### src/rtl/sram_ctl_pkg.sv
`timescale 1ns/1ps
package sram_ctl_pkg;

  typedef enum logic [2:0] {
    ST_IDLE,
    ST_SETUP,
    ST_READ_WAIT,
    ST_WRITE_PULSE,
    ST_RECOVER
  } phase_e;

  // cycles needed to cover a nanosecond limit, at least one
  function automatic int ns_to_cycles(input int ns, input int period_ns);
    int c;
    c = (ns + period_ns - 1) / period_ns;
    if (c < 1) c = 1;
    return c;
  endfunction

  function automatic int max3(input int a, input int b, input int c);
    int m;
    m = (a > b) ? a : b;
    return (m > c) ? m : c;
  endfunction

  // grade 0: 35 ns part, grade 1: 70 ns part
  function automatic int t_access_ns(input int grade);
    return (grade == 0) ? 35 : 70;
  endfunction

  function automatic int t_wpulse_ns(input int grade);
    return (grade == 0) ? 25 : 50;
  endfunction

  function automatic int t_dsetup_ns(input int grade);
    return (grade == 0) ? 25 : 30;
  endfunction

  function automatic int t_addr_end_ns(input int grade);
    return (grade == 0) ? 35 : 70;
  endfunction

  // memory output turn-off after deselect / output disable
  function automatic int t_release_ns(input int grade);
    return (grade == 0) ? 20 : 20;
  endfunction

endpackage

### src/rtl/sram_ctl_rst_sync.sv
`timescale 1ns/1ps
module sram_ctl_rst_sync #(
  parameter int STAGES = 2
) (
  input  logic clk,
  input  logic rst_n,
  output logic rst_n_sync
);

  logic [STAGES-1:0] sync_q;

  always_ff @(posedge clk or negedge rst_n) begin
    if (!rst_n) sync_q <= '0;
    else        sync_q <= {sync_q[STAGES-2:0], 1'b1};
  end

  assign rst_n_sync = sync_q[STAGES-1];

endmodule

### src/rtl/sram_ctl_phase_cnt.sv
`timescale 1ns/1ps
module sram_ctl_phase_cnt #(
  parameter int CNT_W = 4
) (
  input  logic             clk,
  input  logic             rst_n,
  input  logic             load,
  input  logic [CNT_W-1:0] load_val,
  output logic [CNT_W-1:0] count,
  output logic             zero
);

  logic [CNT_W-1:0] count_nxt;
  logic             count_en;

  always_comb begin
    count_en  = load || (count != '0);
    count_nxt = load ? load_val : (count - 1'b1);
  end

  always_ff @(posedge clk or negedge rst_n) begin
    if (!rst_n)        count <= '0;
    else if (count_en) count <= count_nxt;
  end

  assign zero = (count == '0);

endmodule

### src/rtl/sram_ctl_fsm.sv
`timescale 1ns/1ps
module sram_ctl_fsm
  import sram_ctl_pkg::*;
#(
  parameter int RD_CYC  = 7,
  parameter int WP_CYC  = 6,
  parameter int RD_RCV  = 4,
  parameter int WR_RCV  = 1,
  parameter int CNT_W   = 3
) (
  input  logic             clk,
  input  logic             rst_n,
  input  logic             req_fire,
  input  logic             op_write,
  input  logic             cnt_zero,
  output phase_e           state,
  output logic             cnt_load,
  output logic [CNT_W-1:0] cnt_val,
  output logic             capture
);

  phase_e state_nxt;

  always_comb begin
    state_nxt = state;
    cnt_load  = 1'b0;
    cnt_val   = '0;
    capture   = 1'b0;
    unique case (state)
      ST_IDLE: begin
        if (req_fire) state_nxt = ST_SETUP;
      end
      ST_SETUP: begin
        cnt_load = 1'b1;
        if (op_write) begin
          state_nxt = ST_WRITE_PULSE;
          cnt_val   = CNT_W'(WP_CYC - 1);
        end else begin
          state_nxt = ST_READ_WAIT;
          cnt_val   = CNT_W'(RD_CYC - 1);
        end
      end
      ST_READ_WAIT: begin
        if (cnt_zero) begin
          capture   = 1'b1;
          state_nxt = ST_RECOVER;
          cnt_load  = 1'b1;
          cnt_val   = CNT_W'(RD_RCV - 1);
        end
      end
      ST_WRITE_PULSE: begin
        if (cnt_zero) begin
          state_nxt = ST_RECOVER;
          cnt_load  = 1'b1;
          cnt_val   = CNT_W'(WR_RCV - 1);
        end
      end
      ST_RECOVER: begin
        if (cnt_zero) state_nxt = ST_IDLE;
      end
      default: state_nxt = ST_IDLE;
    endcase
  end

  always_ff @(posedge clk or negedge rst_n) begin
    if (!rst_n) state <= ST_IDLE;
    else        state <= state_nxt;
  end

endmodule

### src/rtl/sram_ctl_dpath.sv
`timescale 1ns/1ps
module sram_ctl_dpath #(
  parameter int ADDR_W = 13,
  parameter int DATA_W = 8
) (
  input  logic              clk,
  input  logic              rst_n,
  input  logic              req_fire,
  input  logic              req_write,
  input  logic [ADDR_W-1:0] req_addr,
  input  logic [DATA_W-1:0] req_wdata,
  input  logic              capture,
  input  logic [DATA_W-1:0] mem_dq_in,
  output logic              op_write,
  output logic [ADDR_W-1:0] mem_addr,
  output logic [DATA_W-1:0] mem_dq_out,
  output logic [DATA_W-1:0] rd_data,
  output logic              rd_valid
);

  // request fields, held for the whole operation
  always_ff @(posedge clk or negedge rst_n) begin
    if (!rst_n) begin
      op_write   <= 1'b0;
      mem_addr   <= '0;
      mem_dq_out <= '0;
    end else if (req_fire) begin
      op_write   <= req_write;
      mem_addr   <= req_addr;
      mem_dq_out <= req_wdata;
    end
  end

  always_ff @(posedge clk or negedge rst_n) begin
    if (!rst_n)       rd_data <= '0;
    else if (capture) rd_data <= mem_dq_in;
  end

  always_ff @(posedge clk or negedge rst_n) begin
    if (!rst_n) rd_valid <= 1'b0;
    else        rd_valid <= capture;
  end

endmodule

### src/rtl/sram_ctl.sv
`timescale 1ns/1ps
module sram_ctl
  import sram_ctl_pkg::*;
#(
  parameter int ADDR_W        = 13,
  parameter int DATA_W        = 8,
  parameter int CLK_PERIOD_NS = 5,
  parameter int SPEED_GRADE   = 0
) (
  input  logic              clk,
  input  logic              rst_n,
  input  logic              req_valid,
  output logic              req_ready,
  input  logic              req_write,
  input  logic [ADDR_W-1:0] req_addr,
  input  logic [DATA_W-1:0] req_wdata,
  output logic [DATA_W-1:0] rd_data,
  output logic              rd_valid,
  output logic [ADDR_W-1:0] mem_addr,
  output logic              mem_ce1_n,
  output logic              mem_ce2,
  output logic              mem_oe_n,
  output logic              mem_we_n,
  output logic [DATA_W-1:0] mem_dq_out,
  output logic              mem_dq_oe,
  input  logic [DATA_W-1:0] mem_dq_in
);

  // phase lengths in cycles
  localparam int RD_CYC = ns_to_cycles(t_access_ns(SPEED_GRADE), CLK_PERIOD_NS);
  // pulse must cover the pulse width, data setup plus the undriven first
  // cycle, and address-to-end less the setup cycle
  localparam int WP_CYC = max3(ns_to_cycles(t_wpulse_ns(SPEED_GRADE), CLK_PERIOD_NS),
                               ns_to_cycles(t_dsetup_ns(SPEED_GRADE), CLK_PERIOD_NS) + 1,
                               ns_to_cycles(t_addr_end_ns(SPEED_GRADE), CLK_PERIOD_NS) - 1);
  localparam int RD_RCV = ns_to_cycles(t_release_ns(SPEED_GRADE), CLK_PERIOD_NS);
  localparam int WR_RCV = 1;
  localparam int CNT_W  = $clog2(max3(RD_CYC, WP_CYC, RD_RCV) + 1);

  logic             rst_n_int;
  phase_e           state;
  logic             req_fire;
  logic             op_write;
  logic             cnt_load;
  logic [CNT_W-1:0] cnt_val;
  logic [CNT_W-1:0] cnt;
  logic             cnt_zero;
  logic             capture;
  logic             chip_on;
  logic             pulse_first;

  sram_ctl_rst_sync #(.STAGES(2)) rst_i (
    .clk        (clk),
    .rst_n      (rst_n),
    .rst_n_sync (rst_n_int)
  );

  assign req_ready = (state == ST_IDLE);
  assign req_fire  = req_valid && req_ready;

  sram_ctl_fsm #(
    .RD_CYC (RD_CYC),
    .WP_CYC (WP_CYC),
    .RD_RCV (RD_RCV),
    .WR_RCV (WR_RCV),
    .CNT_W  (CNT_W)
  ) fsm_i (
    .clk      (clk),
    .rst_n    (rst_n_int),
    .req_fire (req_fire),
    .op_write (op_write),
    .cnt_zero (cnt_zero),
    .state    (state),
    .cnt_load (cnt_load),
    .cnt_val  (cnt_val),
    .capture  (capture)
  );

  sram_ctl_phase_cnt #(.CNT_W(CNT_W)) cnt_i (
    .clk      (clk),
    .rst_n    (rst_n_int),
    .load     (cnt_load),
    .load_val (cnt_val),
    .count    (cnt),
    .zero     (cnt_zero)
  );

  sram_ctl_dpath #(.ADDR_W(ADDR_W), .DATA_W(DATA_W)) dpath_i (
    .clk        (clk),
    .rst_n      (rst_n_int),
    .req_fire   (req_fire),
    .req_write  (req_write),
    .req_addr   (req_addr),
    .req_wdata  (req_wdata),
    .capture    (capture),
    .mem_dq_in  (mem_dq_in),
    .op_write   (op_write),
    .mem_addr   (mem_addr),
    .mem_dq_out (mem_dq_out),
    .rd_data    (rd_data),
    .rd_valid   (rd_valid)
  );

  // strobe decode from registered phase; enables stay on one cycle past
  // the write pulse so the write enable ends the write
  always_comb begin
    chip_on = (state == ST_SETUP) || (state == ST_READ_WAIT) ||
              (state == ST_WRITE_PULSE) || ((state == ST_RECOVER) && op_write);
    pulse_first = (cnt == CNT_W'(WP_CYC - 1));
    mem_ce1_n = !chip_on;
    mem_ce2   = chip_on;
    mem_oe_n  = (state != ST_READ_WAIT);
    mem_we_n  = (state != ST_WRITE_PULSE);
    mem_dq_oe = (state == ST_WRITE_PULSE) && !pulse_first;
  end

endmodule

### config.mk
export PLATFORM = sky130hd
export DESIGN_NAME = sram_ctl
export DESIGN_NICKNAME = d
export VERILOG_FILES = /design/src/rtl/sram_ctl_pkg.sv /design/src/rtl/sram_ctl_rst_sync.sv /design/src/rtl/sram_ctl_phase_cnt.sv /design/src/rtl/sram_ctl_fsm.sv /design/src/rtl/sram_ctl_dpath.sv /design/src/rtl/sram_ctl.sv
export SDC_FILE = /design/constraint.sdc
export NUM_CORES = 1
export LEC_CHECK = 0
export BUFFER_PORTS_ARGS = -buffer_cell sky130_fd_sc_hd__buf_2
export CAP_MARGIN = 10
export CORE_ASPECT_RATIO = 1.25
export CORE_MARGIN = 2
export CORE_UTILIZATION = 50
export CTS_BUF_LIST = sky130_fd_sc_hd__clkbuf_8 sky130_fd_sc_hd__clkbuf_16
export DETAILED_ROUTE_END_ITERATION = 8
export PLACE_DENSITY = 0.91
export SYNTH_ARGS = -nofsm -noshare
export SYNTH_HDL_FRONTEND = slang
export SYNTH_SLANG_ARGS = --single-unit
### constraint.sdc
create_clock -name clk -period 2.17 [get_ports clk]
set_input_delay 0.1085 -clock clk [delete_from_list [all_inputs] [get_ports clk]]
set_output_delay 0.1085 -clock clk [all_outputs]
set_load 0.03 [all_outputs]
==> impl_metrics.yaml <==
global_route:
  antenna_found_initial: 0
  globalRouteOverflowTotal: 0
  grt_pass1_wl_mm: 5.11
  grt_usage: 0.182
  grt_max_degree: 23
  grt_pass1_vias: 1170
timing:
  post-route-period-util: 0.792
  final_max_slew_viol_count: 0
  tns_ns: 0
  fin_crit_ns: 1.72
  fin_skew_ns: 0.00321
  max-slew-margin-rel: 0.665
  tightest_slew_ns: 0.502
  layout_setup_ws_ns: 0.452
  rsz0062_at_grt: "false"
  setup_viol: 0
  fmax_ghz: 0.582
  report.final.hold_viol_count: 0
clocking:
  clock_path_buffers: 2
  path_clk_slew_ns: 0.07
  cts_sinks: 39
  cts_buffers: 5
  clk_latency_ns: 0.29
  cts-root-buf: "clkbuf_8"
  htreeDepth: 2
  cts_tree: "built"
setup_path:
  crit_path_cell_trace: "inv_1 -> ha_1 -> nand2b_1 -> or2_1 -> mux2_4"
  crit_arrival_ns: 1.89
  worstSetupPathType: "flip-flop to flip-flop"
  worst_setup_path_start_kind: "flip-flop"
  end_kind: "flip-flop"
  required_ns: 2.35
  cpMaxStageDelayCell: "or2_1"
  max_stage_delay_ns: 0.42
  cp_max_fo: 9
cells_and_area:
  multi_input_area_sq_um: 638
  antenna-diode-count: 0
  finalNonFillerCells: 232
  drive_gt1_frac: 0.554
  layout.area.seq_sq_um: 976
  fill_cells: 253
  syn2layout_area_growth_pct: 30.3
  num-nets-final: 230
route:
  ant_nets: 0
  routed_wl_mm: 3.21
  avgViaCountPerCell: 5.03
  route.detailed.drc: 0
  wl_per_cell_um: 13.8
  drt-pass1-iter-count: 4
  drt-initial-drc-count: 17
  num_vias: 1167
synth:
  synth.net_count: 155
  avgSynthCellArea_sq_um: 13.9
  synth_cell_types: 31
  synth_edf_count: 0
  syn_area_sq_mm: 0.00166
  syn_inst: 119
  synthArstFlopShare: 1.00
  synth_flop_cell: "dfrtp_1"
  synth_area_leader_cell: "dfrtp_1"
  yosysSeqAreaShare: 0.589
  ys.warnings.count: 0
  synth.ff_latch_count: 39
  ys_top_cells_by_area: "dfrtp_1, mux2_2, mux2_4"
  synth_top_area_frac: 0.589
placement:
  place_congestion: 0.840
  io_buffers: 68
  place_ws_ns: 0.468
  dp.cells: 223
  detailed_place_hpwl_mm: 2.50
floorplanning:
  ios: 69
  coreArea_sq_mm: 0.00319
  die_y_um: 68.4
  dieWidth_um: 55.5
  die-area_sq_mm: 0.00380
  start_util: 0.519
  std_cell_rows: 23
worst_hold_path:
  hold_path_class: "input pin to flip-flop"
power:
  ir_drop_mv: 0.913
  p_leak_nw: 1.10
  power_mw: 3.76
  cellPowerDensity_mw_per_mm2: 1740
job:
  drv_cap: 0
status:
  status: "finished, final reports clean"
## cell type report
type / count / share of cell area
Clock buffer: 5 / 0.0319
Clock inverter: 3 / 0.00753
Inverter: 5 / 0.00869
Multi-Input combinational cell: 68 / 0.295
Sequential cell: 39 / 0.452
Tap cell: 37 / 0.0214
Timing Repair Buffer: 75 / 0.183
## metrics by stage
step	hold WS, ns	utilization	instance area, sq um
floorplan	-0.187	-	1660
global placement	-0.107	0.646	2060
detailed placement	-0.103	0.646	2060
CTS	0.0229	0.676	2160
global route	0.0301	0.676	2160
finish	0.0316	0.676	2160
## flip-flops by register name (all words and copies together), names as in the netlist
| register | count |
|---|---|
| dpath_i.rd_valid | 1 |
| dpath_i.mem_addr | 13 |
| rst_i.sync_q | 2 |
| dpath_i.mem_dq_out | 8 |
| dpath_i.rd_data | 8 |
| cnt_i.count | 3 |
| fsm_i.state | 3 |
| dpath_i.op_write | 1 |
## what timing repair did
| action | 4_1_cts | 5_1_grt |
|---|---|---|
| buffers inserted | 0 | 0 |
| gates resized for setup | 0 | 0 |
| hold buffers | 1 | 0 |
| endpoints found under the hold margin | 2 | 0 |
## cell usage after synthesis (3+ instances only)
library cell / instances
nor2b_1: 3
mux2_4: 8
ha_1: 3
nor2_1: 4
a21oi_1: 3
inv_1: 5
mux2_1: 4
mux2_2: 18
nand2_1: 3
buf_2: 3
dfrtp_1: 39
## power by group
| part | total [mW] | leakage, nW | switching [mW] | internal (mW) |
|---|---|---|---|---|
| Clock | 0.463 | 0.0453 | 0.243 | 0.220 |
| Combinational | 2.04 | 0.594 | 1.25 | 0.790 |
| Sequential | 1.26 | 0.462 | 0.185 | 1.08 |
| Total | 3.76 | 1.10 | 1.68 | 2.09 |
## path summary, 6_finish.rpt
path | to | start | slack (ns) | depth (start not counted)
worst max-delay path | dpath_i.rd_data[6]$_DFFE_PN0P_ | cnt_i.count[0]$_DFFE_PN0P_ | 0.45 | 5
min in group asynchronous | rst_i.sync_q[1]$_DFF_PN0_ | rst_n | 0.13 | 2
worst min register to register | dpath_i.mem_addr[1]$_DFFE_PN0P_ | rst_i.sync_q[1]$_DFF_PN0_ | 0.21 | 1
max in group asynchronous | dpath_i.mem_dq_out[3]$_DFFE_PN0P_ | rst_i.sync_q[1]$_DFF_PN0_ | 1.73 | 1
worst max register to register | dpath_i.rd_data[6]$_DFFE_PN0P_ | cnt_i.count[0]$_DFFE_PN0P_ | 0.45 | 5
worst min-delay path | dpath_i.mem_addr[8]$_DFFE_PN0P_ | req_addr[8] | 0.03 | 2
## routing by layer
layer / routed length [um] / vias to the layer above / global-route usage
met2: 1720 / 38 / 0.324
met1: 1230 / 562 / 0.186
met3: 195 / 5 / 0.0718
li1: - / 562 / -
met4: 57 / 0 / 0.101
met5: 0 / - / 0
## layout by cell type (no fill, tap or decap), types with 2 or more instances in the layout
cell	count
a21oi_1	3
o211ai_1	2
nor3_1	2
inv_1	6
dfrtp_1	39
nand2_1	3
nor2b_1	3
nor2_1	4
mux2_1	4
buf_2	68
clkbuf_8	5
o31a_1	2
ha_1	3
nor3b_1	2
mux2_4	8
mux2_2	18
buf_4	6
nand3_1	2
## logic make-up after synthesis
group           synth area share
flops                      0.589
mux                        0.228
simple gates              0.0702
compound gates            0.0513
buf+inv                   0.0317
fa+ha+maj                 0.0226
other cells              0.00226
xor+xnor                 0.00528
## critical path: cells and delay by family (launching register included)
kind                       cells  cell delay (ns)
buffers and inverters          1             0.13
muxes                          1             0.36
and+or+nand+nor                2             0.52
adders and majority gates      1             0.20
DFF                            1             0.39
Power figures use the tool's default switching activity.
